**src/rtl/ssc_pkg.sv**
```systemverilog
package ssc_pkg;

  localparam int CODE_W   = 3;
  localparam int PEAK_MAX = 220;

  typedef logic [CODE_W-1:0] code_t;

  // Peak deviation in units of 0.01 % for each select code
  function automatic int peak_of(input code_t c);
    case (c)
      3'd1:    return 70;
      3'd2:    return 130;
      3'd3:    return 180;
      3'd4:    return 220;
      3'd5:    return 70;
      3'd6:    return 120;
      3'd7:    return 170;
      default: return 0;
    endcase
  endfunction

  // Codes 5..7 use the short modulation period
  function automatic logic short_group(input code_t c);
    return (c >= 3'd5);
  endfunction

  // Triangle magnitude index for phase p with quarter length a
  function automatic int tri_mag(input int p, input int a);
    if (p <= a)           return p;
    else if (p <= 3 * a)  return (p < 2 * a) ? (2 * a - p) : (p - 2 * a);
    else if (p < 4 * a)   return 4 * a - p;
    else                  return 0;
  endfunction

  // Negative half of the triangle
  function automatic logic tri_neg(input int p, input int a);
    return (p > 2 * a) && (p < 4 * a);
  endfunction

endpackage

```
**src/rtl/ssc_code_map.sv**
```systemverilog
module ssc_code_map
  import ssc_pkg::*;
#(
  parameter int PERIOD_LONG  = 625,
  parameter int PERIOD_SHORT = 385,
  parameter int PK_W         = 8,
  parameter int PH_W         = 10
) (
  input  code_t           code,
  output logic [PK_W-1:0] peak,
  output logic [PH_W-1:0] quarter,
  output logic [PH_W-1:0] last_ph
);

  localparam int Q_LONG  = PERIOD_LONG / 4;
  localparam int Q_SHORT = PERIOD_SHORT / 4;

  always_comb begin
    peak = PK_W'(peak_of(code));
    if (short_group(code)) begin
      quarter = PH_W'(Q_SHORT);
      last_ph = PH_W'(PERIOD_SHORT - 1);
    end else begin
      quarter = PH_W'(Q_LONG);
      last_ph = PH_W'(PERIOD_LONG - 1);
    end
  end

endmodule

```
**src/rtl/ssc_phase_seq.sv**
```systemverilog
module ssc_phase_seq
  import ssc_pkg::*;
#(
  parameter int PH_W = 10
) (
  input  logic            clk,
  input  logic            rst,
  input  logic            lf_en,
  input  code_t           sel,
  input  logic [PH_W-1:0] quarter,
  input  logic [PH_W-1:0] last_ph,
  output code_t           code_q,
  output code_t           code_nxt,
  output logic [PH_W-1:0] mag_cur,
  output logic            restart,
  output logic            step_up,
  output logic            step_dn,
  output logic            neg_nxt
);

  logic [PH_W-1:0] ph_q;
  logic [PH_W-1:0] ph_nxt;
  int              m_now;
  int              m_next;

  always_comb begin
    restart  = 1'b0;
    code_nxt = code_q;
    ph_nxt   = ph_q + 1'b1;
    if (!lf_en) begin
      restart  = 1'b1;
      code_nxt = '0;
      ph_nxt   = '0;
    end else if (code_q == '0 || ph_q == last_ph) begin
      restart  = 1'b1;
      code_nxt = sel;
      ph_nxt   = '0;
    end
    m_now   = tri_mag(int'(ph_q), int'(quarter));
    m_next  = tri_mag(int'(ph_nxt), int'(quarter));
    mag_cur = PH_W'(m_now);
    step_up = !restart && (m_next > m_now);
    step_dn = !restart && (m_next < m_now);
    neg_nxt = !restart && tri_neg(int'(ph_nxt), int'(quarter));
  end

  always_ff @(posedge clk) begin
    if (rst) begin
      code_q <= '0;
      ph_q   <= '0;
    end else begin
      code_q <= code_nxt;
      ph_q   <= ph_nxt;
    end
  end

  // phase never runs past the end of the running period
  a_r5_phase_range: assert property (@(posedge clk) disable iff (rst)
    ph_q <= last_ph);

  // idle generator sits at phase zero
  a_r7_idle_phase: assert property (@(posedge clk) disable iff (rst)
    (code_q == '0) |-> (ph_q == '0));

  // running code holds until the end of its period
  a_r7_code_hold: assert property (@(posedge clk) disable iff (rst)
    (lf_en && code_q != '0 && ph_q != last_ph) |=> $stable(code_q));

endmodule

```
**src/rtl/ssc_dda_scale.sv**
```systemverilog
module ssc_dda_scale #(
  parameter int PK_W  = 8,
  parameter int PH_W  = 10,
  parameter int QW    = 9,
  parameter int RW    = 13,
  parameter int NWRAP = 3
) (
  input  logic            clk,
  input  logic            rst,
  input  logic            clr,
  input  logic            up,
  input  logic            dn,
  input  logic [PK_W-1:0] peak,
  input  logic [PH_W-1:0] quarter,
  input  logic [PH_W-1:0] mag_cur,
  output logic [QW-1:0]   q_cur,
  output logic [QW-1:0]   q_nxt
);

  logic signed [RW-1:0] r_q;
  logic signed [RW-1:0] r_n;
  logic signed [RW-1:0] peak_s;
  logic signed [RW-1:0] quart_s;

  assign peak_s  = signed'(RW'(peak));
  assign quart_s = signed'(RW'(quarter));

  // Incremental floor(peak*m/quarter): quotient q, remainder r in [0, quarter)
  always_comb begin
    q_nxt = q_cur;
    r_n   = r_q;
    if (clr) begin
      q_nxt = '0;
      r_n   = '0;
    end else if (up) begin
      r_n = r_q + peak_s;
      for (int i = 0; i < NWRAP; i++) begin
        if (r_n >= quart_s) begin
          r_n   = r_n - quart_s;
          q_nxt = q_nxt + 1'b1;
        end
      end
    end else if (dn) begin
      r_n = r_q - peak_s;
      for (int i = 0; i < NWRAP; i++) begin
        if (r_n < 0) begin
          r_n   = r_n + quart_s;
          q_nxt = q_nxt - 1'b1;
        end
      end
    end
  end

  always_ff @(posedge clk) begin
    if (rst) begin
      q_cur <= '0;
      r_q   <= '0;
    end else begin
      q_cur <= q_nxt;
      r_q   <= r_n;
    end
  end

  // quotient never exceeds the selected peak
  a_r6_quot_bound: assert property (@(posedge clk) disable iff (rst)
    QW'(peak) >= q_cur);

  // remainder stays inside [0, quarter)
  a_r6_rem_range: assert property (@(posedge clk) disable iff (rst)
    (r_q >= 0) && (r_q < quart_s));

  // at a zero magnitude index the scaler is exactly empty
  a_r6_zero_rest: assert property (@(posedge clk) disable iff (rst)
    (mag_cur == '0) |-> (q_cur == '0 && r_q == '0));

endmodule

```
**src/rtl/ssc_profile_gen.sv**
```systemverilog
module ssc_profile_gen
  import ssc_pkg::*;
#(
  parameter int PERIOD_LONG  = 625,
  parameter int PERIOD_SHORT = 385,
  parameter int DEV_W        = 10
) (
  input  logic                    clk,
  input  logic                    rst,
  input  logic [CODE_W-1:0]       sel_i,
  input  logic                    lf_mode_i,
  output logic signed [DEV_W-1:0] dev_o,
  output logic                    active_o
);

  localparam int PH_W    = $clog2(PERIOD_LONG);
  localparam int PK_W    = $clog2(PEAK_MAX + 1);
  localparam int RW      = PH_W + 3;
  localparam int QW      = DEV_W - 1;
  localparam int Q_SHORT = PERIOD_SHORT / 4;
  localparam int NWRAP   = (PEAK_MAX + Q_SHORT - 1) / Q_SHORT;

  code_t           code_q;
  code_t           code_nxt;
  logic [PK_W-1:0] peak;
  logic [PH_W-1:0] quarter;
  logic [PH_W-1:0] last_ph;
  logic [PH_W-1:0] mag_cur;
  logic            restart;
  logic            step_up;
  logic            step_dn;
  logic            neg_nxt;
  logic [QW-1:0]   q_cur;
  logic [QW-1:0]   q_nxt;
  logic signed [DEV_W-1:0] mag_s;

  ssc_code_map #(
    .PERIOD_LONG (PERIOD_LONG),
    .PERIOD_SHORT(PERIOD_SHORT),
    .PK_W        (PK_W),
    .PH_W        (PH_W)
  ) u_map (
    .code   (code_q),
    .peak   (peak),
    .quarter(quarter),
    .last_ph(last_ph)
  );

  ssc_phase_seq #(
    .PH_W(PH_W)
  ) u_seq (
    .clk     (clk),
    .rst     (rst),
    .lf_en   (lf_mode_i),
    .sel     (sel_i),
    .quarter (quarter),
    .last_ph (last_ph),
    .code_q  (code_q),
    .code_nxt(code_nxt),
    .mag_cur (mag_cur),
    .restart (restart),
    .step_up (step_up),
    .step_dn (step_dn),
    .neg_nxt (neg_nxt)
  );

  ssc_dda_scale #(
    .PK_W (PK_W),
    .PH_W (PH_W),
    .QW   (QW),
    .RW   (RW),
    .NWRAP(NWRAP)
  ) u_dda (
    .clk    (clk),
    .rst    (rst),
    .clr    (restart),
    .up     (step_up),
    .dn     (step_dn),
    .peak   (peak),
    .quarter(quarter),
    .mag_cur(mag_cur),
    .q_cur  (q_cur),
    .q_nxt  (q_nxt)
  );

  assign mag_s = signed'({1'b0, q_nxt});

  always_ff @(posedge clk) begin
    if (rst) begin
      dev_o    <= '0;
      active_o <= 1'b0;
    end else begin
      dev_o    <= neg_nxt ? -mag_s : mag_s;
      active_o <= (code_nxt != '0);
    end
  end

  // low mode flag forces the block idle on the next clock
  a_r2_mode_gate: assert property (@(posedge clk) disable iff (rst)
    !lf_mode_i |=> (dev_o == '0 && !active_o));

  // an idle generator emits no deviation
  a_r1_idle_zero: assert property (@(posedge clk) disable iff (rst)
    !active_o |-> (dev_o == '0));

  // consecutive active samples differ by at most NWRAP units
  a_r6_slew: assert property (@(posedge clk) disable iff (rst)
    (active_o && $past(active_o)) |->
      (((DEV_W+1)'(dev_o) - (DEV_W+1)'($past(dev_o)) <= (DEV_W+1)'(NWRAP)) ||
       ((DEV_W+1)'($past(dev_o)) - (DEV_W+1)'(dev_o) <= (DEV_W+1)'(NWRAP))) &&
      ($signed(dev_o) - $signed($past(dev_o)) <= NWRAP) &&
      ($signed($past(dev_o)) - $signed(dev_o) <= NWRAP));

  // first active cycle starts the profile at zero
  a_r8_start_zero: assert property (@(posedge clk) disable iff (rst)
    $rose(active_o) |-> (dev_o == '0));

endmodule

```
**config.mk**
```make
export PLATFORM = sky130hd
export DESIGN_NAME = ssc_profile_gen
export DESIGN_NICKNAME = d
export VERILOG_FILES = /design/src/rtl/ssc_pkg.sv /design/src/rtl/ssc_code_map.sv /design/src/rtl/ssc_phase_seq.sv /design/src/rtl/ssc_dda_scale.sv /design/src/rtl/ssc_profile_gen.sv
export SDC_FILE = /design/constraint.sdc
export NUM_CORES = 1
export LEC_CHECK = 0
export BUFFER_PORTS_ARGS = -buffer_cell sky130_fd_sc_hd__buf_2
export CELL_PAD_IN_SITES_DETAIL_PLACEMENT = 0
export CELL_PAD_IN_SITES_GLOBAL_PLACEMENT = 2
export CORE_MARGIN = 2
export CORE_UTILIZATION = 40
export CTS_CLUSTER_SIZE = 16
export DETAILED_ROUTE_END_ITERATION = 12
export PLACE_DENSITY_LB_ADDON = 0.1
export SYNTH_ARGS = -nofsm -noshare
export SYNTH_HDL_FRONTEND = slang
export SYNTH_HIERARCHICAL = 1
export SYNTH_SLANG_ARGS = --single-unit
```
**constraint.sdc**
```tcl
create_clock -name clk -period 11.8 [get_ports clk]
set_clock_uncertainty 0.05 [all_clocks]
set_input_delay 2.36 -clock clk [delete_from_list [all_inputs] [get_ports clk]]
set_output_delay 2.36 -clock clk [all_outputs]
set_load 0.02 [all_outputs]
```
* After elaboration in Yosys (flattened, before gate mapping)
Cells that the tools add are included. W data, S select, Z words.
Cells by class: add/sub/neg operators 22, multipliers 1, $lt $le $gt $ge 18, equal/unequal tests 8, mux-type cells 55, bitwise gates (word level) 1, reduce and logical (&&, ||, !) cells 12
Operator list (number):
- $mux W32 | 8
- $mux W13 | 18
- $mux W9 | 20
- $le A11 B32 Y1 | 2
- $add A13 B9 Y13 | 4
- $sub A13 B9 Y13 | 4
- $pmux W8 S6 | 1
- $ge A13 B9 Y1 | 3
- $lt A13 B1 Y1 const B | 3
- $gt A32 B32 Y1 | 1
- $lt A32 B32 Y1 | 1
- $mux W10 | 3
- $add A9 B1 Y9 const B | 3
- $sub A9 B1 Y9 const B | 3
- $sub A10 B10 Y11 | 2
- $sub A10 B9 Y11 | 2
- $sub A9 B10 Y11 | 2
- $le A10 B8 Y1 | 2
- $lt A10 B10 Y1 | 2
- $lt A10 B9 Y1 | 2
- $eq A3 B3 Y1 const B | 4
- $add A10 B1 Y10 const B | 1
- $eq A10 B10 Y1 | 1
- $gt A10 B9 Y1 | 1
- 16 further kinds | 24
Word-level totals: bits in registers 46, input bits 6, output and inout port bits 11, logic and storage cells 124

* Depth between registers and ports, before layout
depth after elaboration 27, mapped depth 51, depth with buffers taken out 45

* Cells and area by module
Netlist, hierarchy kept.
Modules (own cells, without submodules):
- ssc_dda_scale | times used 1, cells each 1003, area each 7150.6 um2, sequential area each 440.4 um2
- ssc_phase_seq | times used 1, cells each 752, area each 5605.4 um2, sequential area each 260.2 um2
- ssc_profile_gen | times used 1, cells each 52, area each 488.0 um2, sequential area each 220.2 um2
- ssc_code_map | times used 1, cells each 33, area each 231.5 um2, sequential area each 0.0 um2

* Worst setup path after synthesis
No wires, ideal clock.
kind register -> register, start reg u_seq.code_q[2], end reg dev_o[7], library setup time 123 ps, arrival 9696 ps, setup slack 1931 ps, cell stages (with the launch flop) 45, period minus slack after synthesis 9869 ps, cells stage by stage dfxtp_1 > mux2i_1 > inv_1 > ha_1 > buf_4 > nor2_1 > o311ai_2 > nand2_1 > a211oi_1 > xnor2_1 > ha_1 > nand3_1 > or3_1 > a41oi_1 > buf_4 > clkbuf_1 > clkbuf_1 > nor2_1 > [9 not listed] > nand2_1 > o21ai_0 > ha_1 > a21o_1 > a21o_1 > a2111oi_0 > nor2_1 > a31oi_1 > o21ai_0 > a21o_1 > o21ai_1 > buf_2 > mux2_2 > a21oi_1 > nor2_1 > or4_4 > o41ai_2 > mux2_1
On the way: longest elaborated chain between the ends 21
Ends and longest elaborated chain:
- from (decl) | line ssc_phase_seq.sv:12 | output code_t code_q,
- from (signal assigned) | line ssc_phase_seq.sv:52 | code_q <= code_nxt;
- $eq A3 B1 Y1 or $eq A3 B3 Y1 (tied branches) | line ssc_pkg.sv:10 | case (c)
- $reduce_or A2 Y1 (no line)
- $pmux W8 S6 (*) | line ssc_pkg.sv:10
- via peak[2] | line ssc_profile_gen.sv:25 | logic [PK_W-1:0] peak;
- $sub A13 B9 Y13 | line ssc_dda_scale.sv:44 | r_n = r_q - peak_s;
- $add A13 B9 Y13 or $lt A13 B1 Y1 (tied branches) | line ssc_dda_scale.sv:47, ssc_dda_scale.sv:46
- $mux W13 or $mux W9 (tied branches) | line ssc_dda_scale.sv:46 | if (r_n < 0) begin
- $mux W13 or $mux W9 (tied branches) | line ssc_dda_scale.sv:43 | end else if (dn) begin
- [7 not listed]
- $lt A13 B1 Y1 or $sub A9 B1 Y9 (tied branches) | line ssc_dda_scale.sv:46, ssc_dda_scale.sv:48
- $mux W9 | line ssc_dda_scale.sv:46
- $mux W9 | line ssc_dda_scale.sv:43
- $mux W9 (*) | line ssc_dda_scale.sv:35 | end else if (up) begin
- $mux W9 (*) | line ssc_dda_scale.sv:32 | if (clr) begin
- via q_nxt[1] | line ssc_profile_gen.sv:34 | logic [QW-1:0] q_nxt;
- $neg A9 Y10 (*) | line ssc_profile_gen.sv:93 | dev_o <= neg_nxt ? -mag_s : mag_s;
- $mux W9 (*) | line ssc_profile_gen.sv:93
- to (signal assigned) | line ssc_profile_gen.sv:93
- to (decl) | line ssc_profile_gen.sv:12 | output logic signed [DEV_W-1:0] dev_o,
Mark *: on every way through the listed nets, which the timed path passes. The rest lies on a longest branch. The select of a mux whose other input is x is not followed. A chain may end at the register's enable or synchronous reset.

* Worst setup path in the final report
start reg u_seq.code_q[0], end reg dev_o[7]
Same word-level chain as after synthesis.

==> metrics.txt <==
IO buf count=16; CTS Buffer Depth=2; final hold violations=0; Iter 0 DRT Violations=1075; Pwr per Cell Area=81.49 nW/um2; vias in the first global route=12250; global-route wire length before repair=69.08 mm; MaxCap Viol Count=0; Final Setup Violations=0; Min Hold Slack=566.0 ps; Mapped Area=13400 um2; vias=13020; Die Ht=187.0 um; DR DRC count=0; WL final=43.80 mm; total power=1.135 mW; DR WL/cell=19.62 um; n_diodes=0; Layout area overhead=3.932%; Largest stage delay, worst path=530 ps; Setup Fix Bufs, Post-CTS=0; CTS buffer count=5; antenna violations before repair=0; status=complete, no violations; row count=67; Placer Congestion=0.8777; Non-Filler Instances=2232; worst path required time=11950 ps; total gr overflow=0; fraction of layout cells with a size suffix above 1=7.567%; Cells after Synth=1831; CTS tree=done; setup TNS=0 ps; Worst setup SP type=flop; min-delay worst type=reg -> reg; largest net degree at the start of global routing=35; RSZ-0062 raised after global routing=false; max-slew violation count=0; CP arrival=10800 ps; Avg Inst Size Synth=7.317 um2; IO Pins=17; Achievable Freq=93.87 MHz; crit share post-route=90.28%; full die area=34970 um2; Core Area=33280 um2; Leakage=5.909 nW; Setup CP Type=reg -> reg; post-layout util=41.84%; Final HPWL DP=35.24 mm; peak supply drop=0.1011 mV; All-Layer GR Usage=24.70%; fin crit period=10650 ps; Initial DRT Pass Iterations=7; commonest non-fill, non-tap cell in the layout=ha_1; via/cell ratio=5.833; slowest CP cell=a41oi_4; Worst Max-Slew Pin Slew=998.4 ps; Max-Slew Margin vs Limit=33.44%; Post-DRT Antenna Nets=0; clk sinks=46; CTS root buf=clkbuf_16; Cells after DPL=2224; yosys warns=6; number of nets in the final layout=2001; clk_lat worst skew=310 ps; starting density of the core=40.26%; Die X=187.0 um; most frequent cells in the layout=199 x ha_1, 183 x nor2_1, 152 x a21oi_1; clock-pin slew on the worst setup and hold paths=70 ps; critical path peak fanout=15; H-tree Lvls=2; CP Capture Type=flop
-- stage by stage --
stage	cell area, um2	setup slack [ps]
2_1_floorplan	13430	1931
5_1_grt	13920	8.244
3_5_place_dp	13710	858.8
4_1_cts	13910	788.3
3_3_place_gp	13710	1087
6_report	13920	1147
-- cell type report --
cell class	instances	area (um2)
repair buffers	32	200.2
clock buffers	5	125.1
inverters	115	436.7
fillers	3525	19360
well taps	448	560.5
flip-flops and latches	46	920.9
clock inverters	3	68.82
multi-input cells	1583	11610
-- worst paths after layout --
path | startpoint | end | slack, ps | cells after the start
setup / recovery | u_seq/code_q[0] | dev_o[7] | 1150 | 39
hold / removal | u_dda/r_q[3] | u_dda/r_q[3] | 570 | 2
setup reg to reg | u_seq/code_q[0] | dev_o[7] | 1150 | 39
hold reg to reg | u_dda/r_q[3] | u_dda/r_q[3] | 570 | 2
-- what timing repair did --
item	CTS	global route
endpoints found under the setup margin	0	7
hold buffers	0	0
resized for setup	0	4
-- flip-flops by register name (all words and copies together), names as in the netlist --
register and flops:
u_seq/code_q 3, u_seq/ph_q 10, active_o 1, u_dda/q_cur 9
u_dda/r_q 13, dev_o 10
-- worst max-delay path: cells and delay by family (launching register included) --
kind	cells	cell delay [ps]
compound gates	18	4990
simple gates	11	2280
flops	1	490
xor+xnor	1	150
mux	3	960
buf+inv	2	180
fa+ha+maj	4	1450
-- per-layer routing --
layer  vias to the layer above  wire (um)  GRT usage (%)
li1                       6551          -              -
met1                      6118      23220          37.86
met2                       327      17930          37.43
met3                        24       2250          2.871
met4                         0        394          3.388
met5                         -          0              0
-- where the power goes --
group / total (mW) / internal [mW] / switching (mW)
Combinational: 0.783 / 0.314 / 0.468
Sequential: 0.159 / 0.157 / 0.00265
Clock: 0.193 / 0.122 / 0.0709
Note: power is estimated with default switching activity, not from simulation.
